**config.mk**
```make
export PLATFORM = sky130hd
export DESIGN_NAME = psb_sram_port
export DESIGN_NICKNAME = d
export VERILOG_FILES = /design/src/rtl/psb_pkg.sv /design/src/rtl/psb_burst_ctr.sv /design/src/rtl/psb_lane_store.sv /design/src/rtl/psb_ctrl.sv /design/src/rtl/psb_out_pipe.sv /design/src/rtl/psb_sram_port.sv
export SDC_FILE = /design/constraint.sdc
export NUM_CORES = 2
export LEC_CHECK = 0
export BUFFER_PORTS_ARGS = -buffer_cell sky130_fd_sc_hd__buf_2
export CAP_MARGIN = 20
export CORE_MARGIN = 1.5
export CORE_UTILIZATION = 40
export DETAILED_ROUTE_END_ITERATION = 16
export HOLD_SLACK_MARGIN = 0.1
export MAX_ROUTING_LAYER = met4
export PLACE_DENSITY_LB_ADDON = 0.05
export SLEW_MARGIN = 25
export SYNTH_ARGS = -nofsm -noshare
export SYNTH_HDL_FRONTEND = slang
export SYNTH_SLANG_ARGS = --single-unit
```
**constraint.sdc**
```tcl
create_clock -name clk -period 8.6 [get_ports clk]
set_clock_uncertainty 0.1 [all_clocks]
set_input_delay 0.43 -clock clk [delete_from_list [all_inputs] [get_ports clk]]
set_output_delay 0.43 -clock clk [all_outputs]
set_load 0.01 [all_outputs]
```
**src/rtl/psb_pkg.sv**
```systemverilog
package psb_pkg;

   // Kind of array access decided on one clock edge.
   typedef enum logic [1:0] {
      ACC_NONE  = 2'd0,
      ACC_READ  = 2'd1,
      ACC_WRITE = 2'd2
   } acc_e;

   // Burst sequence: the low address bits for a given start and count.
   function automatic logic [7:0] burst_lo(input logic [7:0] start,
                                           input logic [7:0] count,
                                           input logic       interleave);
      return interleave ? (start ^ count) : (start + count);
   endfunction

endpackage

```
**src/rtl/psb_burst_ctr.sv**
```systemverilog
module psb_burst_ctr #(
   parameter int AW = 6,
   parameter int BB = 2
) (
   input  logic          clk,
   input  logic          rst_n,
   input  logic          load,
   input  logic          step,
   input  logic          ilv,
   input  logic [AW-1:0] ld_addr,
   output logic [AW-1:0] cur,
   output logic [AW-1:0] nxt
);
   import psb_pkg::*;

   localparam int HI_W = AW - BB;

   logic [AW-1:0] base_q;
   logic [BB-1:0] cnt_q;
   logic [BB-1:0] cnt_nx;
   logic [7:0]    lo_cur;
   logic [7:0]    lo_nxt;

   if (BB < 1 || BB > 8 || HI_W < 1) begin : g_bad_bb
      $error("psb_burst_ctr: BB must be 1..8 and below AW");
   end

   assign cnt_nx = cnt_q + BB'(1);
   assign lo_cur = burst_lo(8'(base_q[BB-1:0]), 8'(cnt_q), ilv);
   assign lo_nxt = burst_lo(8'(base_q[BB-1:0]), 8'(cnt_nx), ilv);
   assign cur    = {base_q[AW-1:BB], lo_cur[BB-1:0]};
   assign nxt    = {base_q[AW-1:BB], lo_nxt[BB-1:0]};

   always_ff @(posedge clk or negedge rst_n) begin
      if (!rst_n) begin
         base_q <= '0;
         cnt_q  <= '0;
      end else if (load) begin
         base_q <= ld_addr;
         cnt_q  <= '0;
      end else if (step) begin
         cnt_q  <= cnt_nx;
      end
   end

   // a loaded address is the current address on the next cycle.
   p_load_addr_r1: assert property (@(posedge clk) disable iff (!rst_n)
      load |=> (cur == $past(ld_addr)));

   // the next address always shares the upper bits with the current one.
   p_step_upper_r9: assert property (@(posedge clk) disable iff (!rst_n)
      step |=> (cur[AW-1:BB] == $past(cur[AW-1:BB])));

endmodule

```
**src/rtl/psb_lane_store.sv**
```systemverilog
module psb_lane_store #(
   parameter int LANES  = 4,
   parameter int LANE_W = 9,
   parameter int DEPTH  = 64,
   parameter int AW     = 6
) (
   input  logic                    clk,
   input  logic                    we,
   input  logic [LANES-1:0]        mask,
   input  logic                    re,
   input  logic [AW-1:0]           a,
   input  logic [LANES*LANE_W-1:0] wdata,
   output logic [LANES*LANE_W-1:0] rdata
);

   if (DEPTH != (1 << AW)) begin : g_bad_depth
      $error("psb_lane_store: DEPTH must equal 2**AW");
   end

   for (genvar i = 0; i < LANES; i++) begin : g_lane
      logic [LANE_W-1:0] cells [DEPTH];
      logic [LANE_W-1:0] rd_q;

      always_ff @(posedge clk) begin
         if (we && mask[i]) begin
            cells[a] <= wdata[i*LANE_W +: LANE_W];
         end
         if (re) begin
            rd_q <= cells[a];
         end
      end

      assign rdata[i*LANE_W +: LANE_W] = rd_q;
   end

   // A read and a write never share an edge.
   always_comb begin
      if (we && re) begin
         a_no_rw_clash_r5: assert (1'b0) else $display("psb_lane_store: read and write on one edge");
      end
   end

endmodule

```
**src/rtl/psb_ctrl.sv**
```systemverilog
module psb_ctrl #(
   parameter int LANES    = 4,
   parameter int WAKE_CYC = 2
) (
   input  logic             clk,
   input  logic             rst_n,
   input  logic             cpu_as_n,
   input  logic             ctl_as_n,
   input  logic             burst_step_n,
   input  logic             sel_n,
   input  logic             sel_hi,
   input  logic             all_wr_n,
   input  logic             lane_gate_n,
   input  logic [LANES-1:0] lane_we_n,
   input  logic             sleep,
   output logic             load,
   output logic             step,
   output logic             rd_go,
   output logic             wr_go,
   output logic [LANES-1:0] mask
);
   import psb_pkg::*;

   localparam int WCW = (WAKE_CYC > 0) ? $clog2(WAKE_CYC + 1) : 1;

   logic awake;
   logic active_q;
   logic sel_ok;
   logic cpu_eff;
   logic ctl_eff;
   logic strobe;
   logic cont;
   logic wr_req;
   acc_e acc;

   if (LANES < 1) begin : g_bad_lanes
      $error("psb_ctrl: LANES must be at least 1");
   end

   // Wake-up window after sleep is released.
   if (WAKE_CYC > 0) begin : g_wake
      logic [WCW-1:0] wake_q;
      always_ff @(posedge clk or negedge rst_n) begin
         if (!rst_n) begin
            wake_q <= '0;
         end else if (sleep) begin
            wake_q <= WCW'(WAKE_CYC);
         end else if (wake_q != '0) begin
            wake_q <= wake_q - WCW'(1);
         end
      end
      assign awake = !sleep && (wake_q == '0);

      // the first edge after sleep falls never loads an address.
      p_no_load_wake_r12: assert property (@(posedge clk) disable iff (!rst_n)
         $fell(sleep) |-> !load);
   end else begin : g_nowake
      assign awake = !sleep;
   end

   // Strobe decoding: the processor strobe is gated by the primary select
   // and has priority over the controller strobe.
   assign sel_ok  = !sel_n && sel_hi;
   assign cpu_eff = !cpu_as_n && !sel_n;
   assign ctl_eff = !ctl_as_n && !cpu_eff;
   assign strobe  = cpu_eff || ctl_eff;
   assign cont    = awake && !strobe && active_q;
   assign load    = awake && strobe && sel_ok;

   // Lane selection for a write.
   always_comb begin
      if (!all_wr_n) begin
         mask = '1;
      end else if (!lane_gate_n) begin
         mask = ~lane_we_n;
      end else begin
         mask = '0;
      end
   end
   assign wr_req = |mask;

   always_comb begin
      acc = ACC_NONE;
      if (load) begin
         acc = (ctl_eff && wr_req) ? ACC_WRITE : ACC_READ;
      end else if (cont) begin
         acc = wr_req ? ACC_WRITE : ACC_READ;
      end
   end

   assign rd_go = (acc == ACC_READ);
   assign wr_go = (acc == ACC_WRITE);
   assign step  = cont && !burst_step_n;

   always_ff @(posedge clk or negedge rst_n) begin
      if (!rst_n) begin
         active_q <= 1'b0;
      end else if (awake && strobe) begin
         active_q <= sel_ok;
      end
   end

   // a processor strobe with the primary select off starts nothing.
   p_gated_strobe_r4: assert property (@(posedge clk) disable iff (!rst_n)
      (sel_n && ctl_as_n) |-> !load);

   // no access while asleep.
   p_sleep_idle_r11: assert property (@(posedge clk) disable iff (!rst_n)
      sleep |-> !(rd_go || wr_go));

endmodule

```
**src/rtl/psb_out_pipe.sv**
```systemverilog
module psb_out_pipe #(
   parameter int DW = 36
) (
   input  logic          clk,
   input  logic          rst_n,
   input  logic          hold,
   input  logic          rd_go,
   input  logic          wr_go,
   input  logic [DW-1:0] d1,
   output logic [DW-1:0] dout,
   output logic          v2,
   output logic          wflag
);

   logic v1;

   always_ff @(posedge clk or negedge rst_n) begin
      if (!rst_n) begin
         v1    <= 1'b0;
         v2    <= 1'b0;
         wflag <= 1'b0;
         dout  <= '0;
      end else if (!hold) begin
         v1    <= rd_go;
         v2    <= v1;
         wflag <= wr_go;
         if (v1) begin
            dout <= d1;
         end
      end
   end

   // a read issued on an edge is valid at the output two edges later.
   p_latency_r5: assert property (@(posedge clk) disable iff (!rst_n)
      (rd_go && !hold) ##1 !hold |=> v2);

   // a frozen pipeline keeps its output.
   p_hold_out_r11: assert property (@(posedge clk) disable iff (!rst_n)
      hold |=> $stable(dout));

endmodule

```
**src/rtl/psb_sram_port.sv**
```systemverilog
module psb_sram_port #(
   parameter int LANES    = 4,
   parameter int LANE_W   = 9,
   parameter int DEPTH    = 64,
   parameter int BURST_B  = 2,
   parameter int WAKE_CYC = 2,
   parameter int ADDR_W   = $clog2(DEPTH),
   parameter int DW       = LANES * LANE_W
) (
   input  logic              clk,
   input  logic              rst_n,
   input  logic              cpu_as_n,
   input  logic              ctl_as_n,
   input  logic              burst_step_n,
   input  logic              sel_n,
   input  logic              sel_hi,
   input  logic              all_wr_n,
   input  logic              lane_gate_n,
   input  logic [LANES-1:0]  lane_we_n,
   input  logic              drive_req_n,
   input  logic              ilv_order,
   input  logic              sleep,
   input  logic [ADDR_W-1:0] addr,
   input  logic [DW-1:0]     din,
   output logic [DW-1:0]     dout,
   output logic              drive_en
);

   if (LANE_W < 2) begin : g_bad_lane_w
      $error("psb_sram_port: LANE_W must hold data plus parity");
   end
   if (DEPTH < 4 || (DEPTH & (DEPTH - 1)) != 0) begin : g_bad_depth
      $error("psb_sram_port: DEPTH must be a power of two, at least 4");
   end
   if (BURST_B >= ADDR_W) begin : g_bad_burst
      $error("psb_sram_port: burst field must be narrower than the address");
   end
   if (DW != LANES * LANE_W) begin : g_bad_dw
      $error("psb_sram_port: DW must equal LANES*LANE_W");
   end

   logic              load;
   logic              step;
   logic              rd_go;
   logic              wr_go;
   logic [LANES-1:0]  mask;
   logic [ADDR_W-1:0] cur;
   logic [ADDR_W-1:0] nxt;
   logic [ADDR_W-1:0] a_use;
   logic [DW-1:0]     d1;
   logic              v2;
   logic              wflag;

   psb_ctrl #(
      .LANES    (LANES),
      .WAKE_CYC (WAKE_CYC)
   ) u_ctrl (
      .clk          (clk),
      .rst_n        (rst_n),
      .cpu_as_n     (cpu_as_n),
      .ctl_as_n     (ctl_as_n),
      .burst_step_n (burst_step_n),
      .sel_n        (sel_n),
      .sel_hi       (sel_hi),
      .all_wr_n     (all_wr_n),
      .lane_gate_n  (lane_gate_n),
      .lane_we_n    (lane_we_n),
      .sleep        (sleep),
      .load         (load),
      .step         (step),
      .rd_go        (rd_go),
      .wr_go        (wr_go),
      .mask         (mask)
   );

   psb_burst_ctr #(
      .AW (ADDR_W),
      .BB (BURST_B)
   ) u_ctr (
      .clk     (clk),
      .rst_n   (rst_n),
      .load    (load),
      .step    (step),
      .ilv     (ilv_order),
      .ld_addr (addr),
      .cur     (cur),
      .nxt     (nxt)
   );

   // Address used on this edge: fresh start, stepped burst or held burst.
   assign a_use = load ? addr : (step ? nxt : cur);

   psb_lane_store #(
      .LANES  (LANES),
      .LANE_W (LANE_W),
      .DEPTH  (DEPTH),
      .AW     (ADDR_W)
   ) u_store (
      .clk   (clk),
      .we    (wr_go),
      .mask  (mask),
      .re    (rd_go),
      .a     (a_use),
      .wdata (din),
      .rdata (d1)
   );

   psb_out_pipe #(
      .DW (DW)
   ) u_pipe (
      .clk   (clk),
      .rst_n (rst_n),
      .hold  (sleep),
      .rd_go (rd_go),
      .wr_go (wr_go),
      .d1    (d1),
      .dout  (dout),
      .v2    (v2),
      .wflag (wflag)
   );

   assign drive_en = v2 && !wflag && !drive_req_n && !sleep;

   // a sampled write turns the drive off on the following cycle.
   p_write_no_drive_r8: assert property (@(posedge clk) disable iff (!rst_n)
      wr_go |=> !drive_en);

   // no drive without the output request.
   p_req_gate_r8: assert property (@(posedge clk) disable iff (!rst_n)
      drive_req_n |-> !drive_en);

   // a processor-strobe start never writes.
   p_cpu_no_write_r2: assert property (@(posedge clk) disable iff (!rst_n)
      (!cpu_as_n && !sel_n) |-> !wr_go);

   // sleep holds the output data.
   p_sleep_dout_r11: assert property (@(posedge clk) disable iff (!rst_n)
      sleep |=> $stable(dout));

endmodule

```
==> metrics.md <==
| Metric | Value |
|---|---|
| Worst-path cell with the longest stage delay | sky130_fd_sc_hd__nor2_4 |
| Sum Neg Setup Slack | 0 ns |
| Pin count of the biggest net entering global routing | 110 |
| Clock tree from TritonCTS | yes |
| CP Data Required Time | 9.27 ns |
| Floorplan die width | 483 um |
| Setup WS pre-CTS | 2.61 ns |
| Die span in y | 483 um |
| Most area-hungry cell type in the Yosys netlist | sky130_fd_sc_hd__edfxtp_1 |
| Clock share of power | 30.9% |
| Initial antenna violation count | 12 |
| Global-route layer with the greatest usage | met2 |
| Routed wirelength normalized by instance count | 33.4 um |
| Die Footprint | 233000 um2 |
| Type of the most critical hold path | in2reg |
| Met3 track demand over resource | 3.55% |
| Vias in the first global route | 53.7k |
| Routed via count divided by cell count | 5.96 |
| Portion of synthesized cell area occupied by the leading cell type | 76.3% |
| Clock sink total | 2390 |
| Utilization after layout | 46.1% |
| Number of rows in the core area | 175 |
| Number of buffers on the longest clock path | 4 |
| Worst EP arrival | 6.65 ns |
| First-pass GRT wire length | 432000 um |
| Root Buffer | sky130_fd_sc_hd__clkbuf_16 |
| Register bit total from synthesis | 2390 |
| Number of failing hold endpoints at the final stage | 0 |
| Ranking of synthesized cells by instance count | sky130_fd_sc_hd__edfxtp_1 (2340), sky130_fd_sc_hd__nand2_1 (635), sky130_fd_sc_hd__a21oi_1 (436) |
| Area growth from synthesis to layout | 14.3% |
| Number of cells on the worst hold path | 2 |
| DRT iter0 DRCs | 6045 |
| Final net count | 6137 |
| Proportion of layout cells with a drive suffix above 1 | 13.5% |
| Area after detailed placement | 96300 um2 |
| Hold slack | 0.104 ns |
| Share of power burned in combinational logic | 32.5% |
| Total of warnings raised by yosys | 0 |
| Number of instances in the synthesized netlist | 5897 |
| Count leader, synth | sky130_fd_sc_hd__edfxtp_1 |
| Share of flip-flops with an asynchronous set or reset after synthesis | 2.09% |
| Initial cell density of the core | 40.3% |
| Most prevalent standard cell on the critical path | sky130_fd_sc_hd__a21oi_4 |
| Core outline area | 228000 um2 |
| Peak fanout along the critical path | 59 |
| Internal power of the cells | 22.6 mW |
| Run status | completed |
| Area contributors post-synth | sky130_fd_sc_hd__edfxtp_1 (76%), sky130_fd_sc_hd__nand2_1 (2.6%), sky130_fd_sc_hd__a21oi_1 (2.4%), sky130_fd_sc_hd__a22oi_1 (1.7%), sky130_fd_sc_hd__a221oi_1 (1.6%) |
| TritonCTS Buffers | 281 |
| Via count | 55.3k |
| Cell-by-cell trace of the critical path | inv_1, ha_1, nand4bb_2, a21oi_4, a21oi_4, inv_6, nand2_4, nor2_4, buf_12, a222oi_1, a31oi_1, nor3_1, nand4b_1 |
| Count of pins over their slew limit | 0 |
| Residual overflow from global routing | 0 |
| Tightest slew margin relative to the limit | 22.3% |
| Post-DP HPWL | 178000 um |
| Part of the Yosys area used for sequential elements | 77.7% |
| Number of setup violations in the final report | 0 |
| Min Tclk post-route | 5.99 ns |
| Routability congestion estimate | 0.804 |
| Worst path setup slack after routing | 2.61 ns |
| Total net switching power | 13.2 mW |
| Category of cells accounting for the largest share of critical-path delay | simple AND/OR/NAND/NOR gates |
| Worst IR Drop VDD | 310 uV |
| Number of DRC violations after detailed routing | 0 |
| Main synth FF type | sky130_fd_sc_hd__edfxtp_1 |
| DR pass1 iterations | 6 |
| Routed WL | 310000 um |
| Met2 capacity usage during global routing | 42.3% |
| Global-route track usage on met1 | 38.2% |
| Insertion delay of the later-clocked pin in the worst-skew pair | 0.95 ns |
| Post-route cell area | 105000 um2 |
| Synth Cell Area | 92000 um2 |
| Logic depth of the worst setup path including buffers | 13 |
| Register clock-pin slew on the reported worst setup and hold paths | 0.06 ns |
| Count of buffers from port buffering | 94 |
| Slowest stage delay, CP | 0.88 ns |
| Critical path capture point type | flop |
| Seq pwr share | 36.5% |
| Tot GR Track Use | 27.2% |
| Slew at the pin closest to its max-slew limit | 1.16 ns |
| Kind of start point of the critical path | flop |
| R2r worst-path depth | 13 |
| Total I/O pin count | 95 |
| Number of H-tree branching levels | 5 |
| Number of buffers and inverters on the critical path | 3 |
| Total power divided by cell area | 340 nW/um2 |
| Highest attainable clock frequency | 167 MHz |
| Worst Path Class, Setup | reg2reg |
| Leak pwr | 33.6 nW |
| Synthesized area divided by synthesized cell count | 15.6 um2 |
| Max Cap Viol | 0 |
| Net switching share of the total power | 36.9% |
| Post_cts resized | 0 |
| Synth Net Count | 5958 |
| Antenna violation net count after detailed routing | 0 |
| Post-synthesis cell type count | 83 |
| Count of flip-flops with a built-in enable after synthesis | 2340 |
| Final clock period utilization by the worst path | 69.6% |
| Unrepaired setup endpoints after global routing | false |
==> power groups by stage <==
stage	logic (mW)	clock network, mW	registers [mW]
after CTS	11.7	11.2	13.1
final	11.6	11.1	13.1
after global routing	12.2	11.7	13.1
after global placement	11.6	0	13.3
after detailed placement	11.7	0	13.3
after floorplan	6.00	0	13.3
==> placed cells by master (no fill, tap or decap), types with 13 or more instances in the layout <==
cell,synthesis,final
sky130_fd_sc_hd__a2111oi_0,19,15
sky130_fd_sc_hd__a2111oi_1,9,13
sky130_fd_sc_hd__a21o_1,29,28
sky130_fd_sc_hd__a21oi_1,436,432
sky130_fd_sc_hd__a221oi_1,167,167
sky130_fd_sc_hd__a221oi_2,13,13
sky130_fd_sc_hd__a22o_1,92,92
sky130_fd_sc_hd__a22oi_1,211,210
sky130_fd_sc_hd__a311o_1,26,26
sky130_fd_sc_hd__a31oi_1,152,152
sky130_fd_sc_hd__and2_1,27,27
sky130_fd_sc_hd__and3_1,87,87
sky130_fd_sc_hd__and4_1,26,26
sky130_fd_sc_hd__buf_2,103,93
sky130_fd_sc_hd__buf_4,7,158
sky130_fd_sc_hd__clkbuf_1,237,83
sky130_fd_sc_hd__clkbuf_16,0,291
sky130_fd_sc_hd__clkinv_1,0,42
sky130_fd_sc_hd__clkinv_2,0,35
sky130_fd_sc_hd__dfrtp_1,50,50
sky130_fd_sc_hd__dlygate4sd3_1,0,41
sky130_fd_sc_hd__edfxtp_1,2340,2340
sky130_fd_sc_hd__mux2_2,86,86
sky130_fd_sc_hd__mux2i_1,89,88
sky130_fd_sc_hd__mux4_2,16,16
sky130_fd_sc_hd__nand2_1,635,620
sky130_fd_sc_hd__nand3_1,133,133
sky130_fd_sc_hd__nand4b_1,29,29
sky130_fd_sc_hd__nor2_1,311,239
sky130_fd_sc_hd__nor2_2,1,61
sky130_fd_sc_hd__nor2_4,1,13
sky130_fd_sc_hd__nor4_1,28,28
sky130_fd_sc_hd__o211ai_1,37,37
sky130_fd_sc_hd__o21ai_0,271,270
sky130_fd_sc_hd__o22ai_1,16,16
==> per-layer routing <==
layer | wire length (um) | share of wire, % | vias to the layer above
li1 | - | - | 23688
met1 | 139000 | 45 | 29294
met2 | 147000 | 47 | 1995
met3 | 17700 | 5.7 | 370
met4 | 6600 | 2.1 | 0
met5 | 0 | 0 | -
==> worst reg2reg max path: stages, from the launching register on <==
cell	delay [ns]
sky130_fd_sc_hd__dfrtp_1	0.39
sky130_fd_sc_hd__inv_1	0.07
sky130_fd_sc_hd__ha_1	0.34
sky130_fd_sc_hd__nand4bb_2	0.22
sky130_fd_sc_hd__a21oi_4	0.56
sky130_fd_sc_hd__a21oi_4	0.29
sky130_fd_sc_hd__inv_6	0.63
sky130_fd_sc_hd__nand2_4	0.68
sky130_fd_sc_hd__nor2_4	0.92
sky130_fd_sc_hd__buf_12	0.47
sky130_fd_sc_hd__a222oi_1	0.30
sky130_fd_sc_hd__a31oi_1	0.57
sky130_fd_sc_hd__nor3_1	0.19
sky130_fd_sc_hd__nand4b_1	0.13
==> final timing paths <==
| kind | start | to | slack [ns] |
|---|---|---|---|
| setup / recovery | u_ctrl.g_wake.wake_q[0] | u_store.g_lane[2].rd_q[2] | 2.61 |
| hold / removal | din[31] | u_store.g_lane[3].cells[23][4] | 0.10 |
| setup reg to reg | u_ctrl.g_wake.wake_q[0] | u_store.g_lane[2].rd_q[2] | 2.61 |
| hold reg to reg | u_pipe.v2 | u_pipe.v2 | 0.38 |
| max in group asynchronous | rst_n | u_pipe.dout[15] | 7.31 |
| min in group asynchronous | rst_n | u_pipe.dout[30] | 0.51 |
==> registers in the layout, indices dropped and copies added, names as in the netlist <==
register	flops
u_ctr.cnt_q	2
u_store.g_lane.cells	2304
u_store.g_lane.rd_q	36
u_ctr.base_q	6
u_pipe.v1	1
u_ctrl.g_wake.wake_q	2
u_pipe.wflag	1
u_pipe.v2	1
u_ctrl.active_q	1
u_pipe.dout	36
==> metrics by stage <==
stage	power, mW	std cells
global placement	24.9	8759
CTS	36.0	9272
detailed placement	25.0	8760
finish	35.7	9281
global route	36.9	9277
floorplan	19.3	5897
==> kinds of logic (layout without fill, tap and decap cells) <==
group / Yosys count / after routing / synth area share, %
compound gates: 1560 / 1560 / 11.3
fa+ha+maj: 3 / 3 / 0.0408
simple gates: 1324 / 1324 / 6.47
buf+inv: 416 / 782 / 1.91
mux: 196 / 196 / 2.47
flops: 2390 / 2390 / 77.7
xor+xnor: 8 / 8 / 0.126
other cells: 0 / 9 / 0
==> final cells by class <==
type,instances,area (um2)
repair buffers,302,2270
well taps,3009,3760
flip-flops and latches,2390,71500
fillers,20023,123000
diodes,9,22.5
clock buffers,380,7680
inverters,10,42.5
clock inverters,90,614
multi-input cells,3091,19300
==> what timing repair did <==
| item | 4_1_cts | 5_1_grt |
|---|---|---|
| buffers inserted | 0 | 0 |
| hold endpoints to repair | 448 | 0 |
| hold buffers | 42 | 0 |
(Power assumes the default switching activity.)
